<file path="src/rtl/krg_pkg.sv">
// Shared types and code tables for the key-combination reset generator.
// Assumes the caller scales the returned units into ticks.
package krg_pkg;

    // Controller states
    typedef enum logic [1:0] {
        ST_ARMED   = 2'd0,
        ST_PULSE   = 2'd1,
        ST_RELEASE = 2'd2
    } krg_state_e;

    // Configuration byte split into fields
    typedef struct packed {
        logic       pol_high;
        logic       pass_en;
        logic [3:0] hold_code;
        logic [1:0] width_code;
    } krg_cfg_t;

    // Hold code to half-second units: 0, then 2..8, then 10..24 in steps of two
    function automatic logic [4:0] hold_half_seconds(input logic [3:0] code);
        if (code == 4'd0)
            return 5'd0;
        else if (code <= 4'd7)
            return {1'b0, code} + 5'd1;
        else
            return {code, 1'b0} - 5'd6;
    endfunction

    // Width code to 500-microsecond units
    function automatic logic [4:0] width_units(input logic [1:0] code);
        case (code)
            2'd0:    return 5'd1;
            2'd1:    return 5'd2;
            2'd2:    return 5'd4;
            default: return 5'd20;
        endcase
    endfunction

endpackage

</file>
<file path="src/rtl/krg_tick_gen.sv">
// Free-running prescaler that outputs a one-cycle tick every TICK_US
// microseconds. Assumes CLK_HZ is a whole number of MHz. If the divide
// ratio comes out as 1 or less, the tick is high on every cycle.
module krg_tick_gen #(
    parameter int CLK_HZ  = 125_000_000,
    parameter int TICK_US = 250
) (
    input  logic clk,
    input  logic rst_n,
    output logic tick
);
    localparam int DIV = (CLK_HZ / 1_000_000) * TICK_US;
    localparam int CW  = (DIV > 1) ? $clog2(DIV) : 1;

    generate
        if (DIV <= 1) begin : g_pass
            assign tick = 1'b1;
        end else begin : g_div
            logic [CW-1:0] cnt_q;

            // Count clock cycles within one tick period
            always_ff @(posedge clk) begin
                if (!rst_n)
                    cnt_q <= '0;
                else if (cnt_q == CW'(DIV - 1))
                    cnt_q <= '0;
                else
                    cnt_q <= cnt_q + 1'b1;
            end

            assign tick = (cnt_q == CW'(DIV - 1));

            // A tick never lasts two cycles when the divide ratio is above one
            assert_tick_single_R8: assert property (@(posedge clk) disable iff (!rst_n)
                tick |=> !tick);
        end
    endgenerate

endmodule

</file>
<file path="src/rtl/krg_hold_timer.sv">
// Measures how long all enabled events have been held together and raises
// 'fire' once the coded hold time has passed. Assumes the events are clean
// synchronous levels. Counts only while the controller is armed.
module krg_hold_timer
    import krg_pkg::*;
#(
    parameter int N_EVT           = 8,
    parameter int HOLD_UNIT_TICKS = 2000
) (
    input  logic             clk,
    input  logic             rst_n,
    input  logic             tick,
    input  logic             armed,
    input  logic [N_EVT-1:0] evt,
    input  logic [N_EVT-1:0] evt_en,
    input  logic [3:0]       hold_code,
    output logic             fire,
    output logic             all_released
);
    localparam int MAX_T = 24 * HOLD_UNIT_TICKS;
    localparam int HW    = $clog2(MAX_T + 1);

    logic [HW-1:0] cnt_q;
    logic [HW-1:0] target;
    logic          all_on;

    // Decode the hold target and the group conditions of the events
    always_comb begin
        target       = HW'(int'(hold_half_seconds(hold_code)) * HOLD_UNIT_TICKS);
        all_on       = (evt_en != '0) && ((evt & evt_en) == evt_en);
        all_released = ((evt & evt_en) == '0);
        fire         = armed && all_on && (cnt_q >= target);
    end

    // Hold counter: restarts on any drop, saturates at the target
    always_ff @(posedge clk) begin
        if (!rst_n)
            cnt_q <= '0;
        else if (!(armed && all_on))
            cnt_q <= '0;
        else if (tick && (cnt_q < target))
            cnt_q <= cnt_q + 1'b1;
    end

    // A broken hold leaves the counter at zero on the next cycle
    assert_hold_restart_R5: assert property (@(posedge clk) disable iff (!rst_n)
        !(armed && all_on) |=> (cnt_q == '0));

    // The counter never runs past the target
    assert_hold_bound_R3: assert property (@(posedge clk) disable iff (!rst_n)
        (cnt_q <= HW'(MAX_T)));

endmodule

</file>
<file path="src/rtl/krg_pulse_ctrl.sv">
// Arming and pulse controller. When armed it takes 'fire', latches the pulse
// width and polarity, holds the pulse for that many ticks, then waits for
// every enabled event to be released before arming again.
module krg_pulse_ctrl
    import krg_pkg::*;
#(
    parameter int PULSE_UNIT_TICKS = 2
) (
    input  logic       clk,
    input  logic       rst_n,
    input  logic       tick,
    input  logic       fire,
    input  logic       all_released,
    input  logic [1:0] width_code,
    input  logic       pol_in,
    output logic       armed,
    output logic       pulse_active,
    output logic       pol_latched
);
    localparam int MAX_W = 20 * PULSE_UNIT_TICKS;
    localparam int PW    = $clog2(MAX_W + 1);

    krg_state_e    state_q;
    logic [PW-1:0] pcnt_q;
    logic [PW-1:0] width_q;
    logic          pol_q;

    // State sequencing, pulse timing and capture of the configuration
    always_ff @(posedge clk) begin
        if (!rst_n) begin
            state_q <= ST_ARMED;
            pcnt_q  <= '0;
            width_q <= '0;
            pol_q   <= 1'b0;
        end else begin
            case (state_q)
                ST_ARMED: begin
                    if (fire) begin
                        state_q <= ST_PULSE;
                        pcnt_q  <= '0;
                        width_q <= PW'(int'(width_units(width_code)) * PULSE_UNIT_TICKS);
                        pol_q   <= pol_in;
                    end
                end
                ST_PULSE: begin
                    if (tick) begin
                        if (pcnt_q == width_q - PW'(1)) begin
                            state_q <= ST_RELEASE;
                            pcnt_q  <= '0;
                        end else begin
                            pcnt_q <= pcnt_q + 1'b1;
                        end
                    end
                end
                ST_RELEASE: begin
                    if (all_released)
                        state_q <= ST_ARMED;
                end
                default: state_q <= ST_ARMED;
            endcase
        end
    end

    // Drive the status outputs from the state
    always_comb begin
        armed        = (state_q == ST_ARMED);
        pulse_active = (state_q == ST_PULSE);
        pol_latched  = pol_q;
    end

    // The pulse counter stays below the latched width
    assert_pulse_len_R4: assert property (@(posedge clk) disable iff (!rst_n)
        (state_q == ST_PULSE) |-> (pcnt_q < width_q));

    // Waiting for release never leads straight into a new pulse
    assert_one_shot_R7: assert property (@(posedge clk) disable iff (!rst_n)
        (state_q == ST_RELEASE) |=> (state_q != ST_PULSE));

    // Width and polarity hold still while a pulse runs
    assert_cfg_frozen_R9: assert property (@(posedge clk) disable iff (!rst_n)
        ((state_q == ST_PULSE) && $past(state_q == ST_PULSE)) |-> ($stable(width_q) && $stable(pol_q)));

endmodule

</file>
<file path="src/rtl/keycombo_rst_gen.sv">
// Top level of the key-combination reset generator. Connects the prescaler,
// the hold timer and the pulse controller, and builds the output from the
// pulse and the external reset in the selected polarity. Assumes cfg is
// stable, synchronous data and ext_rst_n is active low.
module keycombo_rst_gen
    import krg_pkg::*;
#(
    parameter int N_EVT            = 8,
    parameter int CLK_HZ           = 125_000_000,
    parameter int TICK_US          = 250,
    parameter int HOLD_UNIT_TICKS  = 2000,
    parameter int PULSE_UNIT_TICKS = 2
) (
    input  logic             clk,
    input  logic             rst_n,
    input  logic [7:0]       cfg,
    input  logic [N_EVT-1:0] evt_en,
    input  logic [N_EVT-1:0] evt,
    input  logic             ext_rst_n,
    output logic             rst_out
);
    krg_cfg_t cfg_s;
    logic     tick;
    logic     fire;
    logic     all_released;
    logic     armed;
    logic     pulse_active;
    logic     pol_latched;
    logic     active;
    logic     pol_now;

    assign cfg_s = krg_cfg_t'(cfg);

    krg_tick_gen #(
        .CLK_HZ  (CLK_HZ),
        .TICK_US (TICK_US)
    ) u_tick (
        .clk   (clk),
        .rst_n (rst_n),
        .tick  (tick)
    );

    krg_hold_timer #(
        .N_EVT           (N_EVT),
        .HOLD_UNIT_TICKS (HOLD_UNIT_TICKS)
    ) u_hold (
        .clk          (clk),
        .rst_n        (rst_n),
        .tick         (tick),
        .armed        (armed),
        .evt          (evt),
        .evt_en       (evt_en),
        .hold_code    (cfg_s.hold_code),
        .fire         (fire),
        .all_released (all_released)
    );

    krg_pulse_ctrl #(
        .PULSE_UNIT_TICKS (PULSE_UNIT_TICKS)
    ) u_ctrl (
        .clk          (clk),
        .rst_n        (rst_n),
        .tick         (tick),
        .fire         (fire),
        .all_released (all_released),
        .width_code   (cfg_s.width_code),
        .pol_in       (cfg_s.pol_high),
        .armed        (armed),
        .pulse_active (pulse_active),
        .pol_latched  (pol_latched)
    );

    // Merge the pulse with the passthrough and apply the polarity
    always_comb begin
        active  = pulse_active || (cfg_s.pass_en && !ext_rst_n);
        pol_now = pulse_active ? pol_latched : cfg_s.pol_high;
        rst_out = pol_now ? active : !active;
    end

    // With no events enabled, a pulse never starts on its own
    assert_no_self_fire_R6: assert property (@(posedge clk) disable iff (!rst_n)
        ((evt_en == '0) && !pulse_active) |=> !pulse_active);

endmodule

</file>
<file path="config.mk">
export PLATFORM = sky130hd
export DESIGN_NAME = keycombo_rst_gen
export DESIGN_NICKNAME = d
export VERILOG_FILES = /design/src/rtl/krg_pkg.sv /design/src/rtl/krg_tick_gen.sv /design/src/rtl/krg_hold_timer.sv /design/src/rtl/krg_pulse_ctrl.sv /design/src/rtl/keycombo_rst_gen.sv
export SDC_FILE = /design/constraint.sdc
export NUM_CORES = 1
export LEC_CHECK = 0
export BUFFER_PORTS_ARGS = -buffer_cell sky130_fd_sc_hd__buf_2
export CORE_MARGIN = 2
export CORE_UTILIZATION = 60
export CTS_CLUSTER_DIAMETER = 50
export DETAILED_ROUTE_END_ITERATION = 12
export HOLD_SLACK_MARGIN = 0.12
export PLACE_DENSITY = 0.81
export SLEW_MARGIN = 20
export SYNTH_ARGS = -nofsm -noshare
export SYNTH_HDL_FRONTEND = slang
export SYNTH_HIERARCHICAL = 1
export SYNTH_SLANG_ARGS = --single-unit
</file>
<file path="constraint.sdc">
create_clock -name clk -period 7.3 [get_ports clk]
set_clock_uncertainty 0.2 [all_clocks]
set_input_delay 1.46 -clock clk [delete_from_list [all_inputs] [get_ports clk]]
set_output_delay 1.46 -clock clk [all_outputs]
set_load 0.1 [all_outputs]
</file>
* After elaboration in Yosys (flattened, before gate mapping)
Index checks and enable logic that the tools add are counted.
** Operators by class
- Add/sub/neg operators :: 6
- Multipliers :: 1
- $lt $le $gt $ge :: 3
- Eq/ne operators :: 11
- Muxes and demuxes :: 14
- Bitwise operators :: 2
- Reduce and logical (&&, ||, !) cells :: 19
** Operator list (number)
- $mux 6 :: 3
- $add 16x1->16 const B :: 1
- $ge 16x16->1 :: 1
- $lt 16x16->1 :: 1
- $add 15x1->15 const B :: 1
- $eq 15x15->1 const B :: 1
- $pmux 5 s3 :: 1
- $mul 5x7->12 const B :: 1
- $pmux 6 s2 :: 1
- $mux 5 :: 2
- $and 8x8->8 :: 1
- $eq 8x8->1 :: 1
- $logic_not 8->1 :: 1
- $mux 2 :: 4
- $reduce_bool 8->1 :: 1
- $add 6x1->6 const B :: 1
- $eq 6x6->1 :: 1
- $pmux 2 s3 :: 1
- $sub 6x1->6 const B :: 1
- $add 4x1->5 const B :: 1
- $logic_and 1x1->1 :: 5
- $sub 5x3->5 const B :: 1
- $eq 2x1->1 const B :: 2
- $eq 2x2->1 const B :: 2
- 14 further kinds :: 20
** Word-level totals
- Bits in registers :: 45
- Input bits :: 27
- Output and inout bits :: 1
- Word-level logic and storage cells :: 62

* Logic depth before layout (Yosys ltp)
- Word-level depth :: 8
- Depth in mapped cells :: 26
- Mapped depth without buffers :: 26

* By module
The synthesis kept the hierarchy.
** By module, submodules not included
- krg_hold_timer :: times used 1, cells each 234, area an instance 1866.8 um^2, seq. area each 320.3 um^2
- krg_pulse_ctrl :: times used 1, cells each 76, area an instance 706.9 um^2, seq. area each 260.2 um^2
- krg_tick_gen :: times used 1, cells each 76, area an instance 703.2 um^2, seq. area each 300.3 um^2
- keycombo_rst_gen :: times used 1, cells each 5, area an instance 47.5 um^2, seq. area each 0.0 um^2

* Least setup slack after synthesis
OpenSTA, ideal clock, no wires.
- Path type :: input port to flip-flop
- Start :: input port cfg[5]
- End :: register u_ctrl.pcnt_q[1]
- Library setup time :: 127 ps
- Arrival :: 6548 ps
- Required time :: 6973 ps
- Setup slack :: 425 ps
- Cell stages on the path :: 25
- Path buffers :: 1
- Path through :: clkbuf_1 o31ai_1 nand2_1 o21ai_0 fa_1 fa_1 inv_1 fa_1 inv_1 ha_1 inv_1 o21bai_1 a21oi_1 xnor2_1 ha_1 nand2_1 nor4_2 o21ai_2 nand2_1 a211oi_1 nor2_1 mux2i_1 or2_4 o311ai_4 nor2_1
** Between the ends
- Word-level cells in the longest chain between the ends :: 8
- Elaborated cells on any way between the ends :: 11
- Those cells by class :: add/sub: 2; mul: 1; order compare: 2; eq/ne: 1; mux: 2; reduce/logical: 3
** Ends and longest elaborated chain
- start: declaration :: line keycombo_rst_gen.sv:16 : input logic [7:0] cfg,
- $sub 5x3->5 (tied with other cells) :: line krg_pkg.sv:27 : return {code, 1'b0} - 5'd6;
- $mux 5 :: line krg_pkg.sv:24 : else if (code <= 4'd7)
- $mux 5 (*) :: line krg_pkg.sv:22 : if (code == 4'd0)
- $mul 5x7->12 (*) :: line krg_hold_timer.sv:29 : target = HW'(int'(hold_half_seconds(hold_code)) * HOLD_UNIT_TICKS);
- $ge 16x16->1 (*) :: line krg_hold_timer.sv:32 : fire = armed && all_on && (cnt_q >= target);
- $logic_and 1x1->1 (*) :: line krg_hold_timer.sv:32
- net fire :: line keycombo_rst_gen.sv:24 : logic fire;
- $ne 2x2->1 (no line) (*)
- $reduce_and 3->1 (no line) (*)
- end signal: assignment :: line krg_pulse_ctrl.sv:51 : pcnt_q <= pcnt_q + 1'b1;
- end: declaration :: line krg_pulse_ctrl.sv:24 : logic [PW-1:0] pcnt_q;
Mark *: on every way through the listed nets, which the timed path passes. The rest lies on a longest branch.
A chain may end at the register's enable or synchronous reset.

* Worst setup path in the final report
- Start :: input port cfg[3]
- End :: register u_ctrl.pcnt_q[5]
Same word-level chain as after synthesis.

==> flow_summary.rst <==
.. list-table::
   :header-rows: 1

   * - Metric
     - Value
   * - Status
     - completed
   * - Via-to-Cell Ratio
     - about 5.8
   * - H-tree depth
     - 2
   * - Post-CTS resize count
     - 0
   * - Register-to-register setup slack
     - about 4.3 ns
   * - Final count of negative-setup-slack endpoints
     - 0
   * - Total routed wirelength
     - 6.60 mm
   * - Combinational share of power
     - 31.5%
   * - Hold path startpoint
     - u_ctrl/pol_latched$_SDFFE_PN0P_
   * - Initial antenna violation count
     - 0
   * - Layout cell share with drive strength beyond 1
     - between 10% and 20%
   * - Worst setup endpoint
     - u_ctrl/pcnt_q[5]$_SDFFE_PN0P_
   * - Mapped Nets
     - 460
   * - Detail-routed net length per standard cell
     - approximately 13 um
   * - Worst Setup End Kind
     - flop
   * - Number of global-route vias before repair
     - 2591
   * - Latest clock arrival within the worst-skew pair
     - ~0.30 ns
   * - Maximum capacitance violations
     - 0
   * - Number of vias after detailed routing
     - ~2800
   * - First-pass GRT wire length
     - approximately 12 mm
   * - Launching element type of the critical path
     - input port
   * - Internal power summed over all cells
     - between 300 and 400 uW
   * - CP Data Arrival Time
     - 6.80 ns
   * - Post-synthesis cell count
     - just under 400
   * - Ys flop type
     - sky130_fd_sc_hd__dfxtp_1
   * - Detailed-router iteration count before antenna repair
     - 5
   * - Initial Util
     - around 61%
   * - Layout Utilization
     - about two thirds
   * - Hold Vio Cnt, Final
     - 0
   * - VDD IR-drop max
     - approximately 0.11 mV
   * - Overall Global Routing Usage
     - between 20 and 25%
   * - Crit share post-route
     - between 90% and 100%
   * - Fraction of power spent switching nets
     - 33.3%
   * - Placement-stage cell area
     - between 3000 and 4000 sq um
   * - Count of cells along the worst register-to-register path
     - 11
   * - Clock Path Buffers
     - 2
   * - Horizontal extent of the die
     - about 78 um
   * - Synthesis-stage register bit count
     - 44
   * - Pin count of the biggest net entering global routing
     - 17
   * - RR Endpoint
     - u_ctrl/pcnt_q[5]$_SDFFE_PN0P_
   * - Weighted congestion reported at the end of routability-driven placement
     - approximately 0.94
   * - Pins over their slew limit
     - 0
   * - Setup Fix Bufs, Post-CTS
     - 0
   * - Static Leakage
     - ~1.5 nW
   * - Power Density
     - 162 nW/um^2
   * - Post-CTS clock slew at the launch and capture registers of the worst setup and hold paths
     - ~0.080 ns
   * - DRC marker count from the first detailed-route iteration
     - about 120
   * - Number of distinct library cell variants in the gate-level netlist after synthesis
     - 60
   * - Fraction of registers with async set or reset after synthesis
     - 0%
   * - Worst slew slack as a fraction of its limit
     - about three fifths
   * - Net total in the final layout
     - about 490
   * - WS Path Type
     - in2reg
   * - Worst-margin pin slew
     - 0.624 ns
   * - Critical Path Fanout Max
     - 6
   * - Post-route cell area
     - ~3600 sq um
   * - Maximum achievable frequency
     - between 100 and 150 MHz
   * - Remaining Overflow, GRT
     - 0
   * - Port buffer count
     - 27
   * - Sequential cell area fraction in the yosys report
     - 26.5%
   * - Synth area leader
     - sky130_fd_sc_hd__dfxtp_1
   * - TNS Setup
     - 0 ns
   * - Area share of the largest cell type after synthesis
     - between 20% and 30%
   * - Number of buffers created by CTS
     - 5
   * - Overall die height
     - between 70 and 80 um
   * - Antenna Violating Nets Remaining
     - 0
   * - Floorplan die area
     - 6150 sq um
   * - Post-Syn Area per Cell
     - between 8 and 9 sq um
   * - Total core area
     - 5440 sq um
   * - Req. time, crit path
     - 7.27 ns
   * - Number of flops mapped to enable cells by yosys
     - 0
   * - Number of hold-repair buffers added at the cts stage
     - 0
   * - Antenna fix cells
     - 0
   * - I/O pin count
     - 28
   * - RSZ-0062 raised after global routing
     - no
   * - Proportion of power drawn by the clock network
     - 27.3%
   * - Launch point of the worst path
     - cfg[3]
   * - Number of remaining DRC errors
     - 0
   * - Post-DP HPWL
     - 5.14 mm
   * - Area growth from synthesis to layout
     - 9.52%
   * - Top cells by area in the synthesized netlist
     - sky130_fd_sc_hd__dfxtp_1 (26%), sky130_fd_sc_hd__ha_1 (12%), sky130_fd_sc_hd__fa_1 (5.4%), sky130_fd_sc_hd__inv_1 (4.4%), sky130_fd_sc_hd__xnor2_1 (4.2%)
   * - Minimum clock period after layout
     - slightly below 7 ns
   * - Min-Delay Path Class
     - reg2reg
   * - Fraction of power consumed by sequential logic
     - ~41%
   * - Clk sinks
     - 44
   * - Clock tree from TritonCTS
     - built
   * - Warning count from the yosys run
     - 6
   * - Mapped Area
     - approximately 3300 sq um
   * - Net Switching
     - just under 200 uW
   * - Root buffer cell
     - sky130_fd_sc_hd__clkbuf_8
   * - Cell Rows
     - 27
   * - R2r startpoint
     - u_hold/cnt_q[15]$_SDFFE_PN0P_
## through the flow
step                      power [mW]  instances  hold WS [ns]  setup WS [ns]
final                          0.590        493         0.274          0.472
after global routing           0.640        493         0.293         0.0235
after CTS                      0.593        493         0.277          0.342
after detailed placement       0.427        485         0.264         0.0437
after global placement         0.421        485         0.254          0.231
after floorplan                0.386        391         0.241          0.425
## registers in the layout, summed over array words and instances, names as in the netlist
| register | count |
|---|---|
| u_ctrl/pcnt_q | 6 |
| u_ctrl/pol_latched | 1 |
| u_ctrl/state_q | 2 |
| u_ctrl/width_q | 4 |
| u_hold/cnt_q | 16 |
| u_tick/g_div.cnt_q | 15 |
## critical path, stage by stage
cell and delay (ns):
sky130_fd_sc_hd__buf_2 0.12, sky130_fd_sc_hd__ha_1 0.19, sky130_fd_sc_hd__inv_1 0.07, sky130_fd_sc_hd__nor3_1 0.19, sky130_fd_sc_hd__a21oi_1 0.08, sky130_fd_sc_hd__o21ai_1 0.20, sky130_fd_sc_hd__fa_1 0.50, sky130_fd_sc_hd__fa_1 0.55
sky130_fd_sc_hd__inv_1 0.05, sky130_fd_sc_hd__fa_1 0.53, sky130_fd_sc_hd__inv_1 0.04, sky130_fd_sc_hd__ha_1 0.27, sky130_fd_sc_hd__inv_1 0.10, sky130_fd_sc_hd__o21bai_1 0.08, sky130_fd_sc_hd__a21oi_1 0.17, sky130_fd_sc_hd__xnor2_1 0.08
sky130_fd_sc_hd__ha_1 0.27, sky130_fd_sc_hd__nand2_1 0.09, sky130_fd_sc_hd__nor4_4 0.33, sky130_fd_sc_hd__o21ai_2 0.11, sky130_fd_sc_hd__nand2_1 0.15, sky130_fd_sc_hd__a211oi_1 0.09, sky130_fd_sc_hd__nor2_1 0.16, sky130_fd_sc_hd__mux2i_1 0.18
sky130_fd_sc_hd__or2_4 0.32, sky130_fd_sc_hd__o311ai_4 0.34, sky130_fd_sc_hd__nor2_1 0.09
## routing by layer
| layer | track usage (%) | wire length [um] | part of all wire (%) |
|---|---|---|---|
| met1 | 31.1 | 3060 | 46 |
| met4 | 5.44 | 46 | 0.70 |
| met3 | 4.37 | 224 | 3.4 |
| met5 | 0 | 0 | 0 |
| met2 | 38.5 | 3270 | 50 |
## Yosys cell counts, types with 7 or more instances
cell type / instances
sky130_fd_sc_hd__a21oi_1: 24
sky130_fd_sc_hd__nand3_1: 15
sky130_fd_sc_hd__nand2_1: 34
sky130_fd_sc_hd__or3_1: 7
sky130_fd_sc_hd__xor2_1: 10
sky130_fd_sc_hd__inv_1: 39
sky130_fd_sc_hd__nor4_1: 7
sky130_fd_sc_hd__o21ai_0: 14
sky130_fd_sc_hd__nand4_1: 10
sky130_fd_sc_hd__ha_1: 33
sky130_fd_sc_hd__nor3_1: 7
sky130_fd_sc_hd__fa_1: 9
sky130_fd_sc_hd__nor2_1: 30
sky130_fd_sc_hd__dfxtp_1: 44
sky130_fd_sc_hd__xnor2_1: 16
## worst min path at each step
| stage | slack (ns) | endpoint | depth (start not counted) |
|---|---|---|---|
| 3_5_place_dp | 0.26 | u_ctrl/width_q[5]$_SDFFE_PN0P_ | 2 |
| 4_1_cts | 0.28 | u_ctrl/width_q[5]$_SDFFE_PN0P_ | 2 |
| 3_3_place_gp | 0.25 | u_ctrl/width_q[5]$_SDFFE_PN0P_ | 2 |
| 6_report | 0.27 | u_ctrl/pol_latched$_SDFFE_PN0P_ | 2 |
| 5_1_grt | 0.29 | u_ctrl/width_q[5]$_SDFFE_PN0P_ | 2 |
| 2_1_floorplan | 0.24 | u_ctrl/width_q[5]$_SDFFE_PN0P_ | 2 |
## placed cells by master, fill, tap and decap left out, drive strengths merged, types with 9 or more instances in the layout
cell | Yosys | final
nand4 | 11 | 11
inv | 39 | 39
or3 | 10 | 10
nand2 | 34 | 34
buf | 4 | 30
xor2 | 10 | 10
dfxtp | 44 | 44
nor2 | 31 | 31
o21ai | 15 | 15
xnor2 | 16 | 16
nand3 | 16 | 16
ha | 33 | 33
a21oi | 25 | 25
fa | 9 | 9
## cell type report
class                   count  area (sq um)
clock buffers               6          82.6
clock inverters             2          15.0
fillers                   468          1800
inverters                  39           146
multi-input cells         300          2270
flip-flops and latches     44           881
well taps                  72          90.1
repair buffers             30           158
## cells by family (layout without fill, tap and decap cells)
| group | after synthesis | count (layout) | share of synthesized area (%) |
|---|---|---|---|
| and+or+nand+nor | 157 | 157 | 26.9 |
| AOI/OAI and AO/OA | 70 | 70 | 14.5 |
| adders and majority gates | 42 | 42 | 17.8 |
| buffers and inverters | 47 | 77 | 5.53 |
| muxes | 4 | 4 | 1.20 |
| xor gates and xnor gates | 27 | 27 | 7.53 |
| DFF | 44 | 44 | 26.5 |
## power by group through the flow
stage          combinational, mW  sequential, mW  clock [mW]
4_1_cts                    0.181           0.243       0.169
2_1_floorplan              0.138           0.248           0
3_5_place_dp               0.178           0.249           0
5_1_grt                    0.217           0.243       0.180
3_3_place_gp               0.173           0.249           0
6_report                   0.186           0.243       0.161
Note: power is estimated with default switching activity, not from simulation.
